===== src/rtl/nfcd_pkg.sv =====
package nfcd_pkg;

    localparam int CMD_AW = 11;
    localparam int CMD_DW = 8;

    typedef enum logic [1:0] {
        RM_ARRAY = 2'd0,
        RM_IDENT = 2'd1,
        RM_QUERY = 2'd2
    } rd_mode_e;

    typedef enum logic [1:0] {
        UL_IDLE   = 2'd0,
        UL_FIRST  = 2'd1,
        UL_SECOND = 2'd2
    } unlock_e;

    typedef struct packed {
        logic [CMD_AW-1:0] loc;
        logic [CMD_DW-1:0] code;
    } cmd_word_t;

    localparam logic [CMD_AW-1:0] LOC_KEY_A = 11'h555;
    localparam logic [CMD_AW-1:0] LOC_KEY_B = 11'h2AA;
    localparam logic [CMD_AW-1:0] LOC_QUERY = 11'h055;

    localparam logic [CMD_DW-1:0] CODE_KEY_A = 8'hAA;
    localparam logic [CMD_DW-1:0] CODE_KEY_B = 8'h55;
    localparam logic [CMD_DW-1:0] CODE_IDENT = 8'h90;
    localparam logic [CMD_DW-1:0] CODE_QUERY = 8'h98;
    localparam logic [CMD_DW-1:0] CODE_EXIT  = 8'hF0;

    localparam logic [7:0] SECURE_LOCKED = 8'h98;
    localparam logic [7:0] SECURE_OPEN   = 8'h18;

    function automatic logic cmd_is(cmd_word_t c, logic [CMD_AW-1:0] l, logic [CMD_DW-1:0] k);
        return (c.loc == l) && (c.code == k);
    endfunction

    function automatic logic [7:0] query_char(logic [7:0] ofs);
        case (ofs)
            8'h10:   return 8'h51;
            8'h11:   return 8'h52;
            8'h12:   return 8'h59;
            default: return 8'h00;
        endcase
    endfunction

endpackage


===== src/rtl/nfcd_strobe_filter.sv =====
module nfcd_strobe_filter #(
    parameter int ADDR_W  = 16,
    parameter int DATA_W  = 16,
    parameter int MIN_LOW = 3
) (
    input  logic              clk,
    input  logic              rst,
    input  logic              ce_n,
    input  logic              we_n,
    input  logic [ADDR_W-1:0] addr,
    input  logic [DATA_W-1:0] wdata,
    output logic              wr_valid,
    output logic [ADDR_W-1:0] wr_addr,
    output logic [DATA_W-1:0] wr_data
);
    localparam int CNT_W = $clog2(MIN_LOW + 1);
    localparam logic [CNT_W-1:0] CNT_FULL = CNT_W'(MIN_LOW);

    logic             both_low;
    logic             rise_ok;
    logic [CNT_W-1:0] low_cnt;

    assign both_low = !ce_n && !we_n;
    assign rise_ok  = (low_cnt == CNT_FULL) && we_n && !ce_n;

    always_ff @(posedge clk) begin
        if (rst) begin
            low_cnt  <= '0;
            wr_valid <= 1'b0;
            wr_addr  <= '0;
            wr_data  <= '0;
        end else begin
            if (!both_low)
                low_cnt <= '0;
            else if (low_cnt != CNT_FULL)
                low_cnt <= low_cnt + 1'b1;
            wr_valid <= rise_ok;
            if (rise_ok) begin
                wr_addr <= addr;
                wr_data <= wdata;
            end
        end
    end

    AST_WR_AT_RISE: assert property (@(posedge clk) disable iff (rst)
        wr_valid |-> $past(we_n && !ce_n));
    AST_WR_SPACED: assert property (@(posedge clk) disable iff (rst)
        wr_valid |=> !wr_valid);
    AST_WR_AFTER_LOW: assert property (@(posedge clk) disable iff (rst)
        wr_valid |-> $past(!we_n, 2));

endmodule


===== src/rtl/nfcd_cmd_fsm.sv =====
module nfcd_cmd_fsm
    import nfcd_pkg::*;
#(
    parameter int ADDR_W = 16,
    parameter int DATA_W = 16
) (
    input  logic              clk,
    input  logic              rst,
    input  logic              wr_valid,
    input  logic [ADDR_W-1:0] wr_addr,
    input  logic [DATA_W-1:0] wr_data,
    output rd_mode_e          mode
);
    cmd_word_t cw;
    unlock_e   ul_q, ul_d;
    rd_mode_e  mode_d;

    assign cw.loc  = wr_addr[CMD_AW-1:0];
    assign cw.code = wr_data[CMD_DW-1:0];

    always_comb begin
        ul_d   = ul_q;
        mode_d = mode;
        if (wr_valid) begin
            if (cw.code == CODE_EXIT) begin
                mode_d = RM_ARRAY;
                ul_d   = UL_IDLE;
            end else if (cmd_is(cw, LOC_QUERY, CODE_QUERY)) begin
                mode_d = RM_QUERY;
                ul_d   = UL_IDLE;
            end else begin
                case (ul_q)
                    UL_IDLE:   ul_d = cmd_is(cw, LOC_KEY_A, CODE_KEY_A) ? UL_FIRST : UL_IDLE;
                    UL_FIRST:  ul_d = cmd_is(cw, LOC_KEY_B, CODE_KEY_B) ? UL_SECOND : UL_IDLE;
                    UL_SECOND: begin
                        if (cmd_is(cw, LOC_KEY_A, CODE_IDENT))
                            mode_d = RM_IDENT;
                        ul_d = UL_IDLE;
                    end
                    default:   ul_d = UL_IDLE;
                endcase
            end
        end
    end

    always_ff @(posedge clk) begin
        if (rst) begin
            ul_q <= UL_IDLE;
            mode <= RM_ARRAY;
        end else begin
            ul_q <= ul_d;
            mode <= mode_d;
        end
    end

    AST_EXIT_TO_ARRAY: assert property (@(posedge clk) disable iff (rst)
        (wr_valid && wr_data[7:0] == 8'hF0) |=> (mode == RM_ARRAY));
    AST_QUERY_ENTRY: assert property (@(posedge clk) disable iff (rst)
        (wr_valid && wr_data[7:0] == 8'h98 && wr_addr[10:0] == 11'h055) |=> (mode == RM_QUERY));
    AST_IDENT_NEEDS_KEY: assert property (@(posedge clk) disable iff (rst)
        (mode == RM_IDENT && $past(mode) != RM_IDENT)
            |-> $past(wr_valid && wr_data[7:0] == 8'h90 && wr_addr[10:0] == 11'h555));
    AST_MISS_KEEPS_MODE: assert property (@(posedge clk) disable iff (rst)
        (wr_valid && wr_data[7:0] != 8'hF0 && wr_data[7:0] != 8'h98 && wr_data[7:0] != 8'h90)
            |=> $stable(mode));
    AST_IDLE_BUS_STABLE: assert property (@(posedge clk) disable iff (rst)
        !wr_valid |=> $stable(mode));

endmodule


===== src/rtl/nfcd_info_mux.sv =====
module nfcd_info_mux
    import nfcd_pkg::*;
#(
    parameter int              ADDR_W   = 16,
    parameter int              DATA_W   = 16,
    parameter int              SECT_W   = 3,
    parameter logic [15:0]     MFR_CODE = 16'h0001,
    parameter logic [15:0]     DEV_ID1  = 16'h227E,
    parameter logic [15:0]     DEV_ID2  = 16'h2223,
    parameter logic [15:0]     DEV_ID3  = 16'h2201
) (
    input  logic                   clk,
    input  logic                   rst,
    input  rd_mode_e               mode,
    input  logic [ADDR_W-1:0]      rd_addr,
    input  logic [(1<<SECT_W)-1:0] sect_prot,
    input  logic                   fact_locked,
    output logic [DATA_W-1:0]      info_data
);
    logic [7:0]        ofs;
    logic [SECT_W-1:0] sect;

    assign ofs  = rd_addr[7:0];
    assign sect = rd_addr[ADDR_W-1 -: SECT_W];

    always_comb begin
        info_data = '0;
        case (mode)
            RM_IDENT: begin
                case (ofs)
                    8'h00:   info_data = DATA_W'(MFR_CODE);
                    8'h01:   info_data = DATA_W'(DEV_ID1);
                    8'h0E:   info_data = DATA_W'(DEV_ID2);
                    8'h0F:   info_data = DATA_W'(DEV_ID3);
                    8'h02:   info_data = DATA_W'(sect_prot[sect]);
                    8'h03:   info_data = DATA_W'(fact_locked ? SECURE_LOCKED : SECURE_OPEN);
                    default: info_data = '0;
                endcase
            end
            RM_QUERY: info_data = DATA_W'(query_char(ofs));
            default:  info_data = '0;
        endcase
    end

    AST_ARRAY_QUIET: assert property (@(posedge clk) disable iff (rst)
        (mode == RM_ARRAY) |-> (info_data == '0));
    AST_PROT_ONE_BIT: assert property (@(posedge clk) disable iff (rst)
        (mode == RM_IDENT && rd_addr[7:0] == 8'h02) |-> (info_data[DATA_W-1:1] == '0));

endmodule


===== src/rtl/nor_cmd_decoder.sv =====
module nor_cmd_decoder
    import nfcd_pkg::*;
#(
    parameter int ADDR_W  = 16,
    parameter int DATA_W  = 16,
    parameter int SECT_W  = 3,
    parameter int MIN_LOW = 3
) (
    input  logic                   clk,
    input  logic                   rst,
    input  logic                   ce_n,
    input  logic                   we_n,
    input  logic [ADDR_W-1:0]      addr,
    input  logic [DATA_W-1:0]      wdata,
    input  logic [ADDR_W-1:0]      rd_addr,
    input  logic [(1<<SECT_W)-1:0] sect_prot,
    input  logic                   fact_locked,
    output logic [1:0]             read_mode,
    output logic [DATA_W-1:0]      info_data
);
    logic              wr_valid;
    logic [ADDR_W-1:0] wr_addr;
    logic [DATA_W-1:0] wr_data;
    rd_mode_e          mode;

    nfcd_strobe_filter #(
        .ADDR_W (ADDR_W),
        .DATA_W (DATA_W),
        .MIN_LOW(MIN_LOW)
    ) u_filter (
        .clk     (clk),
        .rst     (rst),
        .ce_n    (ce_n),
        .we_n    (we_n),
        .addr    (addr),
        .wdata   (wdata),
        .wr_valid(wr_valid),
        .wr_addr (wr_addr),
        .wr_data (wr_data)
    );

    nfcd_cmd_fsm #(
        .ADDR_W(ADDR_W),
        .DATA_W(DATA_W)
    ) u_fsm (
        .clk     (clk),
        .rst     (rst),
        .wr_valid(wr_valid),
        .wr_addr (wr_addr),
        .wr_data (wr_data),
        .mode    (mode)
    );

    nfcd_info_mux #(
        .ADDR_W(ADDR_W),
        .DATA_W(DATA_W),
        .SECT_W(SECT_W)
    ) u_mux (
        .clk        (clk),
        .rst        (rst),
        .mode       (mode),
        .rd_addr    (rd_addr),
        .sect_prot  (sect_prot),
        .fact_locked(fact_locked),
        .info_data  (info_data)
    );

    assign read_mode = mode;

    AST_RESET_ARRAY: assert property (@(posedge clk) disable iff (rst)
        $past(rst) |-> (read_mode == 2'd0));
    AST_MODE_LEGAL: assert property (@(posedge clk) disable iff (rst)
        read_mode != 2'd3);

endmodule


===== config.mk =====
export PLATFORM = sky130hd
export DESIGN_NAME = nor_cmd_decoder
export DESIGN_NICKNAME = d
export VERILOG_FILES = /design/src/rtl/nfcd_pkg.sv /design/src/rtl/nfcd_strobe_filter.sv /design/src/rtl/nfcd_cmd_fsm.sv /design/src/rtl/nfcd_info_mux.sv /design/src/rtl/nor_cmd_decoder.sv
export SDC_FILE = /design/constraint.sdc
export NUM_CORES = 1
export LEC_CHECK = 0
export BUFFER_PORTS_ARGS = -buffer_cell sky130_fd_sc_hd__buf_2
export CORE_MARGIN = 5
export CORE_UTILIZATION = 49
export CTS_BUF_LIST = sky130_fd_sc_hd__clkbuf_4
export DETAILED_ROUTE_END_ITERATION = 6
export PLACE_DENSITY_LB_ADDON = 0.15
export SYNTH_ARGS = -nofsm -noshare
export SYNTH_HDL_FRONTEND = slang
export SYNTH_SLANG_ARGS = --single-unit

===== constraint.sdc =====
create_clock -name clk -period 3.2 [get_ports clk]
set_clock_uncertainty 0.1 [all_clocks]
set_input_delay 0.48 -clock clk [delete_from_list [all_inputs] [get_ports clk]]
set_output_delay 0.48 -clock clk [all_outputs]
set_load 0.01 [all_outputs]

==> results of run 1 <==
critical path, stage by stage (launching register included):
cell and delay (ns):
dfxtp_1 0.40, inv_1 0.06, ha_1 0.33, or3_1 0.42
a2111oi_1 0.31, or3_1 0.17, buf_2 0.13
state kept, by name, summed over array words and instances (netlist names):
name	count
u_fsm.mode	2
u_filter.wr_data	8
u_filter.wr_valid	1
u_filter.wr_addr	11
u_fsm.ul_q	2
u_filter.low_cnt	2
final timing paths:
kind / from / endpoint / slack (ns)
worst max-delay path: u_fsm.mode[0] / info_data[0] / 0.49
worst min-delay path: ce_n / u_filter.low_cnt[0] / 0.25
worst max register to register: u_filter.low_cnt[0] / u_filter.wr_addr[3] / 1.51
worst min register to register: u_filter.wr_addr[4] / u_filter.wr_addr[4] / 0.38
power by group:
part | switching, mW | internal [mW]
Clock | 0.0938 | 0.0458
Sequential | 0.000506 | 0.324
Combinational | 0.0237 | 0.0262
Total | 0.118 | 0.396
per-stage QoR:
stage / total power, mW / util (%) / setup slack, ns
floorplan: 0.358 / - / 0.988
global placement: 0.379 / 59.8 / 0.790
detailed placement: 0.382 / 59.8 / 0.666
CTS: 0.521 / 60.8 / 0.447
global route: 0.541 / 60.8 / 0.310
finish: 0.514 / 60.8 / 0.487
metal layers:
layer | GRT usage [%] | vias up
met5 | 0 | -
met4 | 7.53 | 0
met3 | 4.62 | 5
met2 | 26.8 | 50
met1 | 18.4 | 632
li1 | - | 706
cell type report:
class                           count  area (um2)  share of cell area (%)
Clock inverter                      1        3.75                   0.226
Sequential cell                    26         520                    31.3
Multi-Input combinational cell    136         795                    47.8
Tap cell                           31        38.8                    2.33
Timing Repair Buffer               54         270                    16.3
Clock buffer                        3        22.5                    1.36
Inverter                            3        11.3                   0.678
cells in the mapped netlist:
cell type,number
a221oi_1,1
a31oi_1,1
inv_1,3
nor3b_1,4
or3_1,3
ha_1,3
xor2_1,1
nor4bb_1,2
buf_4,7
nand3b_1,4
mux2i_1,2
nor4b_1,1
and2_1,1
nor3_1,9
dfxtp_1,26
and4b_1,1
and3_1,2
clkbuf_1,7
nand3_1,4
a31o_2,2
nand4b_1,2
buf_2,1
a21oi_1,26
nor4_1,2
nand4bb_1,1
nand2b_1,3
nor2_1,4
nand2_1,42
o21ai_0,1
conb_1,1
mux4_1,2
buf_1,1
nand4_1,2
and3b_1,2
a2111oi_1,1
or4bb_1,1
cell families after synthesis:
| family | after synthesis | share of synthesized area, % |
|---|---|---|
| AOI/OAI and AO/OA | 32 | 12.7 |
| and+or+nand+nor | 90 | 34.1 |
| other | 1 | 0.269 |
| xor gates and xnor gates | 1 | 0.628 |
| adders and majority gates | 3 | 2.69 |
| muxes | 4 | 5.20 |
| DFF | 26 | 37.3 |
| buffers and inverters | 19 | 7.08 |
==> out/qor.txt, run 1 <==
run status: finished, final reports clean
WL final: 3.32 mm
diodes inserted: 0
Hold Slack: 0.251 ns
Hold Path Class: input pin to flip-flop
number of cell rows: 19
Hold Violations, Final: 0
number of I/O port buffers: 54
CTS tree: done
DR vias/cell: 5.48
number of synthesized register bits: 26
root buf cell: clkbuf_4
Final setup viols: 0
max_cap viols: 0
largest net degree at the start of global routing: 26
pwr dens: 310 nW/um2
crit start category: flip-flop
Die Wd: 63.4 um
CTS Sinks: 26
Die Area: 4010 um2
Worst Path Max Fanout: 7
Via Count: 1,393
main area contributors after synthesis: dfxtp_1, nand2_1, a21oi_1
RSZ-0062 raised after global routing: no
gpl congestion: 0.888
htree depth: 1
top routing layer in use: met4
share of layout cells above drive strength 1: 26.5%
Core ar.: 2730 um2
Clock transition at path regs: 0.13 ns
DPL Wire Length: 2.60 mm
first-pass iteration count of the detailed router: 4
Arrival @ worst endpoint: 2.13 ns
Hold-fix buffers, CTS: 0
Mapped Area: 1400 um2
first-pass GRT wire length: 5.41 mm
max-slew violations: 0
Ports: 79
Total GRT Usage: 16.0%
Synth area leader: dfxtp_1
critical path class: flip-flop to output pin
Finished Cell Area: 1660 um2
Residual DRC: 0
Starting Density: 51.0%
setup TNS: 0 ns
WL met1: 1.35 mm
post-synthesis cell type count: 36
# Post-CTS Setup Buffers: 0
commonest non-fill, non-tap cells in the layout: buf_2, nand2_1, a21oi_1, dfxtp_1, nor3_1
Synth top area share: 37.3%
First DRT Iteration DRCs: 64
Rel. slew slack: 51.5%
leakage: 0.673 nW
Die Y: 63.4 um
fin nets: 288
Layout area overhead: 19.1%
area post-placement: 1640 um2
initial antenna violation count: 0
CTS buffer count: 3
post-CTS sizing: 0
min Tclk post-route: 2.71 ns
Routed Antenna Nets: 0
clk_lat worst skew: 0.32 ns
Clock Tree Buf Depth: 2
GR Overflow Total: 0
Setup crit end kind: output pin
fill cell count: 272
most common cell after layout, fill and taps aside: buf_2
final worst path period share: 84.8%
routed len/inst: 13.1 um
synth warn: 0
Mapped Cells: 176
dpl cells: 250
Avg Inst Size Synth: 7.93 um2
hold path cells: 2
FF-to-FF path depth: 4
met3 routed WL: 300 um
Critical Path RT: 2.62 ns
Max Fclk: 0.369 GHz
met2 WL: 1.62 mm
vias in the first global route: 1,261
fin cells: 254
Slew @ Worst Pin: 0.725 ns
sequential share of the synthesized area: 37.3%
maximum vdd ir drop: 0.258 mV
(Power assumes the default switching activity.)
==> run 2: changes to the inputs <==
CORE_UTILIZATION = 41   (was 49)
clock period = 2.2 ns   (was 3.2 ns; I/O delays follow)
==> out/qor.txt, run 2 (synthesis results as in run 1) <==
run status: finished, final reports clean
leakage: 0.717 nW
number of cell rows: 21
Top reg by flops: u_filter.wr_addr
Critical Path, Cell by Cell: inv_2 > ha_4 > or3_4 > a2111oi_2 > or3_1 > buf_2
most common cell after layout, fill and taps aside: buf_2
Setup crit end kind: output pin
WL final: 3.28 mm
crit start category: flip-flop
Core ar.: 3310 um2
highest-delay cell along the critical path: dfxtp_2
diodes inserted: 0
Final Core Density: 54.7%
routed len/inst: 11.9 um
Die Area: 4670 um2
commonest non-fill, non-tap cells in the layout: buf_2, nand2_1, a21oi_1
Critical Path RT: 1.77 ns
Hold-fix buffers, CTS: 0
First DRT Iteration DRCs: 25
Residual DRC: 0
DR vias/cell: 5.06
critical path class: flip-flop to output pin
initial antenna violation count: 0
fin nets: 295
htree depth: 1
share of layout cells above drive strength 1: 33.5%
FF-to-FF path depth: 5
Largest register FFs: 11
max-slew violations: 0
maximum vdd ir drop: 0.307 mV
Hold Path Class: input pin to flip-flop
Routed Antenna Nets: 0
root buf cell: clkbuf_4
area post-placement: 1700 um2
hold path cells: 2
final worst path period share: 99.0%
gpl congestion: 0.753
Ports: 79
DPL Wire Length: 2.51 mm
number of I/O port buffers: 54
Starting Density: 42.1%
GR Overflow Total: 0
clk_lat worst skew: 0.31 ns
vias in the first global route: 1,288
CTS Sinks: 26
Worst Path Max Fanout: 4
Final setup viols: 0
Max Fclk: 0.459 GHz
Hold Violations, Final: 0
Hold Slack: 0.107 ns
Clock Tree Buf Depth: 2
first-pass iteration count of the detailed router: 4
Via Count: 1,396
Arrival @ worst endpoint: 1.75 ns
Layout area overhead: 29.8%
RSZ-0062 raised after global routing: yes
largest net degree at the start of global routing: 26
CTS buffer count: 3
Slowest Stage Delay on Critical Path: 0.35 ns
CTS tree: done
min Tclk post-route: 2.18 ns
Die Y: 68.3 um
top flop regs: u_filter.wr_addr: 11 flops, u_filter.wr_data: 8 flops
Die Wd: 68.3 um
Clock transition at path regs: 0.13 ns
first-pass GRT wire length: 5.17 mm
max_cap viols: 0
Total GRT Usage: 14.3%
pwr dens: 411 nW/um2
Finished Cell Area: 1810 um2
run 2: final cells by class:
class	instances	area [um2]
clock inverters	1	3.75
multi-input cells	136	850
clock buffers	3	22.5
repair buffers	61	343
inverters	3	11.3
well taps	46	57.6
flip-flops and latches	26	523
fillers	339	1500
run 2: repair_timing:
item / 4_1_cts / 5_1_grt
gates cloned: 0 / 0
setup buffers: 1 / 1
pin swaps: 2 / 1
resized for setup: 10 / 4
setup endpoints to repair: 6 / 7
run 2: power breakdown:
group | switching [mW] | internal (mW)
Sequential | 0.000710 | 0.472
Combinational | 0.0367 | 0.0383
Clock | 0.130 | 0.0662
Total | 0.168 | 0.576
run 2: layer usage:
| metal | wire (um) | track usage, % | vias up | part of all wire, % |
|---|---|---|---|---|
| met4 | 18 | 4.47 | 0 | 0.55 |
| met5 | 0 | 0 | - | 0 |
| met3 | 287 | 2.46 | 2 | 8.7 |
| met1 | 1400 | 15.6 | 627 | 43 |
| li1 | - | - | 716 | - |
| met2 | 1580 | 27.4 | 51 | 48 |
run 2: final timing paths:
| check | from | to | slack [ns] |
|---|---|---|---|
| min | ce_n | u_filter.low_cnt[1] | 0.11 |
| max | u_fsm.mode[0] | info_data[0] | 0.02 |
| min reg2reg | u_filter.wr_addr[0] | u_filter.wr_addr[0] | 0.38 |
| max reg2reg | u_filter.low_cnt[0] | u_filter.wr_data[5] | 0.69 |
run 2: stage by stage:
stage               setup TNS (ns)  setup WS, ns  power, mW  cells
finish                           0        0.0226      0.744    276
global placement                 0        0.0799      0.554    270
floorplan                        0         0.138      0.520    181
detailed placement               0        0.0573      0.555    270
CTS                              0      0.000684      0.757    275
global route                -0.150       -0.0837      0.787    276
run 2: critical path, delay by kind of cell (launching register included):
kind                     cells  cell delay, ns
adder cells (fa/ha/maj)      1            0.22
buffers and inverters        2            0.16
AND/OR/NAND/NOR              2            0.49
AO/OA/AOI/OAI                1            0.21
flip-flops                   1            0.35
